<file path="config.mk">
export PLATFORM = sky130hd
export DESIGN_NAME = fifo1_pipe
export DESIGN_NICKNAME = d
export VERILOG_FILES = /design/src/rtl/fifo1_pkg.sv /design/src/rtl/fifo1_req.sv /design/src/rtl/fifo1_commit.sv /design/src/rtl/fifo1_pipe.sv
export SDC_FILE = /design/constraint.sdc
export NUM_CORES = 1
export LEC_CHECK = 0
export ABC_AREA = 1
export CORE_ASPECT_RATIO = 1.2
export CORE_MARGIN = 5
export CORE_UTILIZATION = 36
export DETAILED_ROUTE_END_ITERATION = 10
export PLACE_DENSITY_LB_ADDON = 0.3
export SKIP_LAST_GASP = 1
export SYNTH_ARGS = -nofsm -noshare
export SYNTH_HDL_FRONTEND = slang
export SYNTH_HIERARCHICAL = 1
export SYNTH_SLANG_ARGS = --single-unit
export TNS_END_PERCENT = 1
</file>
<file path="constraint.sdc">
create_clock -name clk -period 1.6 [get_ports clk]
set_clock_uncertainty 0.05 [all_clocks]
set_input_delay 0.48 -clock clk [delete_from_list [all_inputs] [get_ports clk]]
set_output_delay 0.48 -clock clk [all_outputs]
set_load 0.005 [all_outputs]
</file>
<file path="src/rtl/fifo1_pkg.sv">
package fifo1_pkg;

    typedef struct packed {
        logic enq;
        logic deq;
    } fifo1_pulse_t;

    typedef enum logic [1:0] {
        UPD_HOLD  = 2'd0,
        UPD_FILL  = 2'd1,
        UPD_DRAIN = 2'd2,
        UPD_SWAP  = 2'd3
    } fifo1_upd_e;

    // removal is ordered before insertion, so a full slot may take a word
    function automatic logic enq_allowed(input logic held, input logic deq_pulse);
        return !held || deq_pulse;
    endfunction

    function automatic fifo1_upd_e pick_update(input fifo1_pulse_t p);
        fifo1_upd_e u;
        case ({p.enq, p.deq})
            2'b10:   u = UPD_FILL;
            2'b01:   u = UPD_DRAIN;
            2'b11:   u = UPD_SWAP;
            default: u = UPD_HOLD;
        endcase
        return u;
    endfunction

endpackage

</file>
<file path="src/rtl/fifo1_req.sv">
module fifo1_req
    import fifo1_pkg::*;
(
    input  logic         held,
    input  logic         enq_req,
    input  logic         deq_req,
    output fifo1_pulse_t fire,
    output logic         enq_rdy,
    output logic         deq_rdy,
    output logic         err
);
    always_comb begin
        deq_rdy  = held;
        enq_rdy  = enq_allowed(held, deq_req);
        fire.deq = deq_req && held;
        fire.enq = enq_req && enq_rdy;
        err      = (enq_req && !enq_rdy) || (deq_req && !held);
    end
endmodule

</file>
<file path="src/rtl/fifo1_commit.sv">
module fifo1_commit
    import fifo1_pkg::*;
#(
    parameter int W = 32
) (
    input  logic         clk,
    input  logic         rst,
    input  fifo1_pulse_t fire,
    input  logic [W-1:0] wr_data,
    output logic         held,
    output logic [W-1:0] word
);
    fifo1_upd_e upd;

    always_comb upd = pick_update(fire);

    always_ff @(posedge clk) begin
        if (rst) begin
            held <= 1'b0;
            word <= '0;
        end else begin
            case (upd)
                UPD_FILL: begin
                    held <= 1'b1;
                    word <= wr_data;
                end
                UPD_DRAIN: held <= 1'b0;
                UPD_SWAP: begin
                    held <= 1'b1;
                    word <= wr_data;
                end
                default: ;
            endcase
        end
    end
endmodule

</file>
<file path="src/rtl/fifo1_pipe.sv">
module fifo1_pipe
    import fifo1_pkg::*;
#(
    parameter int W = 32
) (
    input  logic         clk,
    input  logic         rst,
    input  logic         enq_req,
    input  logic [W-1:0] enq_data,
    output logic         enq_rdy,
    input  logic         deq_req,
    output logic         deq_rdy,
    output logic         first_rdy,
    output logic [W-1:0] first_data,
    output logic         err
);
    fifo1_pulse_t fire;
    logic         held;
    logic [W-1:0] word;

    fifo1_req u_req (
        .held    (held),
        .enq_req (enq_req),
        .deq_req (deq_req),
        .fire    (fire),
        .enq_rdy (enq_rdy),
        .deq_rdy (deq_rdy),
        .err     (err)
    );

    fifo1_commit #(.W(W)) u_commit (
        .clk     (clk),
        .rst     (rst),
        .fire    (fire),
        .wr_data (enq_data),
        .held    (held),
        .word    (word)
    );

    assign first_rdy  = held;
    assign first_data = word;
endmodule

</file>
==> metrics, run 1 <==
Critical Path End Type=primary output; pin count of the biggest net entering global routing=33; routability cong.=between 0.7 and 0.8; DRC viols=0; Final Max Slew Viols=0; Slew headroom=81.4%; max_cap viols=0; Synth top area share=55.3%; Vias=1206; die width=62.6 um; Die Y=between 70 and 80 um; initial antenna violation count=0; io pins=72; cts hold-fix bufs=0; largest area contributor in the netlist=dfxtp_1; Clock Tree Buf Depth=2; Post-DRT Antenna Nets=0; uppermost layer routed=met4; vias per cell=4.53; clock root buffer=clkbuf_8; Worst path slowest cell=clkdlybuf4s50_1; Gate Count Post-Synth=153; CTS H-tree lvls=2; Setup CP Type=primary input to primary output; violated checks=negative setup slack; max incr delay on CP=between 0.4 and 0.5 ns; crit-path cells=clkdlybuf4s50_1 > nand3_1 > nand2_1 > buf_2; share of post-route cells with drive strength above 1=8.73%; period utilisation layout=108%; Mapped Nets=189; Avg Inst Size Synth=7.81 um^2; I/O Buffers=slightly above 70; CTS tree=built; outcome=finished with violations; first-pass GRT wire length=5340 um; Hold Path Class=register to register; PwrDens=1010 nW/um^2; Max Freq=581 MHz; Final WS setup=-0.122 ns; fin nets=264; met2 routed WL=roughly 1500 um; CORE AREA=3280 um^2; most common cell after layout, fill and taps aside=clkdlybuf4s50_1; Fin. Hold Viols=0; Initial Util=36.4%; Area Overhead vs Synth=73.7%; Max FO, Critical Path=2; Synth area leaders=dfxtp_1, nor2_1, o21ai_0; WL met1=1360 um; Pwr Total=approximately 2100 uW; unrepaired setup endpoints after global routing=true; Core Rows=23; synth unique cells=13; Worst-Skew Late Latency=about 0.28 ns; Overflow after GRT=0; commonest cells after routing, fill and taps aside=clkdlybuf4s50_1, nor2_1, dfxtp_1; DP HPWL=around 2300 um; Worst-Margin Slew=0.278 ns; Lkg Pwr=roughly 0.00089 uW; Initial DRC Count=57; vias in the first global route=1154; clock sink total=33; CP top delay family=buffers and inverters; clk slew on worst S/H paths=0.07 ns; # diodes=0; Worst Path Required=1.07 ns; die area=4580 um^2; Final Setup Violations=34; sequential-to-total area share from yosys stat=a little under three fifths; Yosys warning total=6; Met3 Wirelength=320 um; VDD IR max=~0.68 mV; Total GRT Usage=14.6%; Cell Area, Synth=roughly 1200 um^2; min Tclk post-route=1.72 ns; WL/cell=around 12 um; WHS=0.451 ns; router iterations before antenna repair=4; WL final=between 3000 and 4000 um; crit path DAT=roughly 1.2 ns; FF+latch count, synth=33; CP bufs+invs=2; crit path launch type=primary input; total CTS buffers=5
synth_stat cells (all sizes together):
| cell | n |
|---|---|
| a21boi | 1 |
| a21oi | 1 |
| buf | 10 |
| dfxtp | 33 |
| inv | 6 |
| nand2 | 5 |
| nand3 | 1 |
| nor2 | 64 |
| o21ai | 32 |
power breakdown:
| part | internal [uW] | leakage, uW | switching (uW) |
|---|---|---|---|
| combinational | 243 | 0.000555 | 145 |
| clock | 507 | 0.0000585 | 286 |
| sequential | 888 | 0.000275 | 27.9 |
stage by stage:
stage          util (%)  setup slack (ns)  area, um^2  std cells  TNS [ns]
3_5_place_dp       59.6            -0.587        1950        257    -13.50
3_3_place_gp       59.6            -0.566        1950        257    -13.18
5_1_grt            63.3            -0.147        2080        266     -2.84
4_1_cts            63.2            -0.167        2070        266     -2.08
2_1_floorplan         -             0.272        1190        153         0
6_report           63.3            -0.122        2080        266     -1.29
state kept, by name (all words and copies together), names as in the netlist:
name and count:
u_commit/word 32, u_commit/held 1
final timing paths:
kind	start	cells past startpoint	slack, ns	endpoint
worst max register to register	u_commit/held	5	0.27	u_commit/word[0]
worst max-delay path	enq_req	4	-0.12	err
worst min register to register	u_commit/word[24]	2	0.45	u_commit/word[24]
worst min-delay path	u_commit/word[24]	2	0.45	u_commit/word[24]
cell families (layout without fill, tap and decap cells):
logic type,after synthesis,after routing,share of synthesized area [%]
AO/OA/AOI/OAI,34,34,14.8
buffers and inverters,16,92,7.85
flip-flops,33,33,55.3
AND/OR/NAND/NOR,70,70,22.1
area by class of cell:
class / count / area [um^2]
well taps: 37 / 46.3
clock buffers: 7 / 86.3
fillers: 303 / 1200
multi-input cells: 104 / 444
clock inverters: 1 / 30.0
repair buffers: 78 / 782
inverters: 6 / 22.5
flip-flops and latches: 33 / 664
worst register-to-register path, stage by stage, from the launching register on:
cell      delay [ns]
dfxtp_4         0.34
buf_4           0.15
a21boi_2        0.18
buf_4           0.31
o21ai_0         0.12
nor2_1          0.11
layer usage:
layer  global-route usage [%]  up-vias
met5                        0        -
met4                     7.08        0
met2                     24.3       44
met3                     6.47        4
met1                     15.8      531
li1                         -      627
repair_timing:
action | CTS | global route
buffers inserted | 1 | 0
endpoints found under the setup margin | 68 | 44
gates resized for setup | 10 | 1
(Power assumes the default switching activity.)
==> inputs of run 2 (changes only) <==
--- a/config.mk
+++ b/config.mk
@@ -11,7 +11,6 @@
 export CORE_UTILIZATION = 36
 export DETAILED_ROUTE_END_ITERATION = 10
 export PLACE_DENSITY_LB_ADDON = 0.3
-export SKIP_LAST_GASP = 1
 export SYNTH_ARGS = -nofsm -noshare
 export SYNTH_HDL_FRONTEND = slang
 export SYNTH_HIERARCHICAL = 1
==> metrics, run 2 (synthesis gave the netlist of run 1 again) <==
DP HPWL=2250 um; DRC viols=0; Pwr Total=2050 uW; share of post-route cells with drive strength above 1=a little under a tenth; commonest cells after routing, fill and taps aside=nor2_1, dlygate4sd2_1, clkdlybuf4s50_1; router iterations before antenna repair=4; Max FO, Critical Path=3; initial antenna violation count=0; cts hold-fix bufs=0; Worst Path Required=1.07 ns; final non-filler cell total=between 200 and 300; Gate power share=16.8%; clk slew on worst S/H paths=roughly 0.07 ns; Pint=~1600 uW; Core Rows=23; io pins=72; Die Y=73.1 um; I/O Buffers=71; clock share of power=between 30% and 40%; Initial DRC Count=56; vias in the first global route=1154; worst reg2reg path endpoint=u_commit/word[0]; vias per cell=4.53; Post-DRT Antenna Nets=0; VDD IR max=0.673 mV; Post-Place Cells=257; R2R Setup Slk=around 0.3 ns; outcome=finished clean; Fin. Hold Viols=0; clock sink total=33; Lkg Pwr=0.000993 uW; fin nets=~260; Reg with most FFs=u_commit/word; die area=4580 um^2; Final Max Slew Viols=0; reg2reg start=u_commit/held; Area Overhead vs Synth=70.3%; die width=62.6 um; Net Sw Frac=22.2%; # diodes=0; Critical Path End Type=primary output; Worst-Margin Slew=0.280 ns; Worst-Skew Late Latency=0.27 ns; WL final=3260 um; number of flip-flops in the largest register=32; WL/cell=12.3 um; unrepaired setup endpoints after global routing=true; Seq pwr share=44.6%; CTS tree=built; Overflow after GRT=0; total CTS buffers=5; clock root buffer=clkbuf_8; crit path launch type=register; Largest regs=u_commit/word x32, u_commit/held x1; Vias=1206; PwrDens=1010 nW/um^2; most common cell after layout, fill and taps aside=nor2_1; Max Freq=approximately 640 MHz; CTS H-tree lvls=2; Final Setup Violations=0; min Tclk post-route=approximately 1.6 ns; Initial Util=a little over a third; CORE AREA=about 3300 um^2; Setup CP Type=register to primary output; hold_sp=u_commit/word[24]; Slew headroom=81.3%; first-pass GRT wire length=5350 um; Psw=454 uW; Hold Crit Endpoint=u_commit/word[24]; hold depth=2; Clock Tree Buf Depth=2; crit path DAT=1.03 ns; WHS=0.447 ns; max_cap viols=0; Total GRT Usage=~15%; period utilisation layout=a little over nine tenths; worst reg2reg path depth=5; routability cong.=about 0.78; Hold Path Class=register to register; pin count of the biggest net entering global routing=33
run 2: changes by cell type in the layout (fill, tap and decap cells not counted), sizes merged:
cell           previous run  this run
clkdlybuf4s50            66        33
clkbuf                    7         8
dlygate4sd2               3        35
run 2: timing repair:
item                                    4_1_cts  5_1_grt
buffers inserted                              1        0
endpoints found under the setup margin       68       11
gates resized for setup                      43        4
pin swaps                                     0        1
run 2: worst max-delay path, cell delays in order, from the launching register on:
cell and delay (ns):
dfxtp_4 0.35, buf_4 0.13, nand2_1 0.05, dlygate4sd2_1 0.23
run 2: power by group through the flow:
stage | clock network, uW | logic, uW | registers (uW)
after global routing | 846 | 383 | 923
after CTS | 823 | 351 | 914
final | 791 | 344 | 914
after detailed placement | 0 | 394 | 937
after global placement | 0 | 392 | 934
after floorplan | 0 | 123 | 944
run 2: routing by layer:
metal / vias to the layer above / part of all wire [%] / global-route usage [%]
li1: 629 / - / -
met1: 531 / 42 / 15.9
met2: 44 / 48 / 24.3
met3: 2 / 9.5 / 6.47
met4: 0 / 0.61 / 7.08
met5: - / 0 / 0
run 2: how the worst max path moves through the flow:
| stage | start | end | depth (start not counted) |
|---|---|---|---|
| floorplan | deq_req | u_commit/word[13] | 6 |
| global placement | deq_req | err | 5 |
| detailed placement | deq_req | err | 5 |
| CTS | enq_req | err | 4 |
| global route | u_commit/held | enq_rdy | 3 |
| finish | u_commit/held | enq_rdy | 3 |
run 2: layout make-up:
| class | instances | area [um^2] |
|---|---|---|
| sequential | 33 | 664 |
| timing repair buffer | 78 | 741 |
| tap | 37 | 46.3 |
| clock inverter | 1 | 30.0 |
| clock buffer | 7 | 86.3 |
| inverter | 6 | 22.5 |
| multi-input combinational | 104 | 444 |
| fill | 324 | 1250 |
run 2: per-stage QoR:
stage                     utilization [%]  TNS [ns]  worst slack (ns)  cell area (um^2)
after detailed placement             59.6    -13.50            -0.587              1950
after global routing                 62.0  -0.00226          -0.00226              2030
after global placement               59.6    -13.18            -0.566              1950
after CTS                            61.9    -0.154            -0.118              2030
final                                62.0         0            0.0380              2030
after floorplan                         -         0             0.272              1190
==> inputs of run 3 (changes only) <==
--- a/config.mk
+++ b/config.mk
@@ -10,6 +10,7 @@
 export CORE_MARGIN = 5
 export CORE_UTILIZATION = 36
 export DETAILED_ROUTE_END_ITERATION = 10
+export HOLD_SLACK_MARGIN = 0.03
 export PLACE_DENSITY_LB_ADDON = 0.3
 export SYNTH_ARGS = -nofsm -noshare
 export SYNTH_HDL_FRONTEND = slang
==> results of run 3 <==
The final DEF is identical to that of run 2; final timing and power are the same.
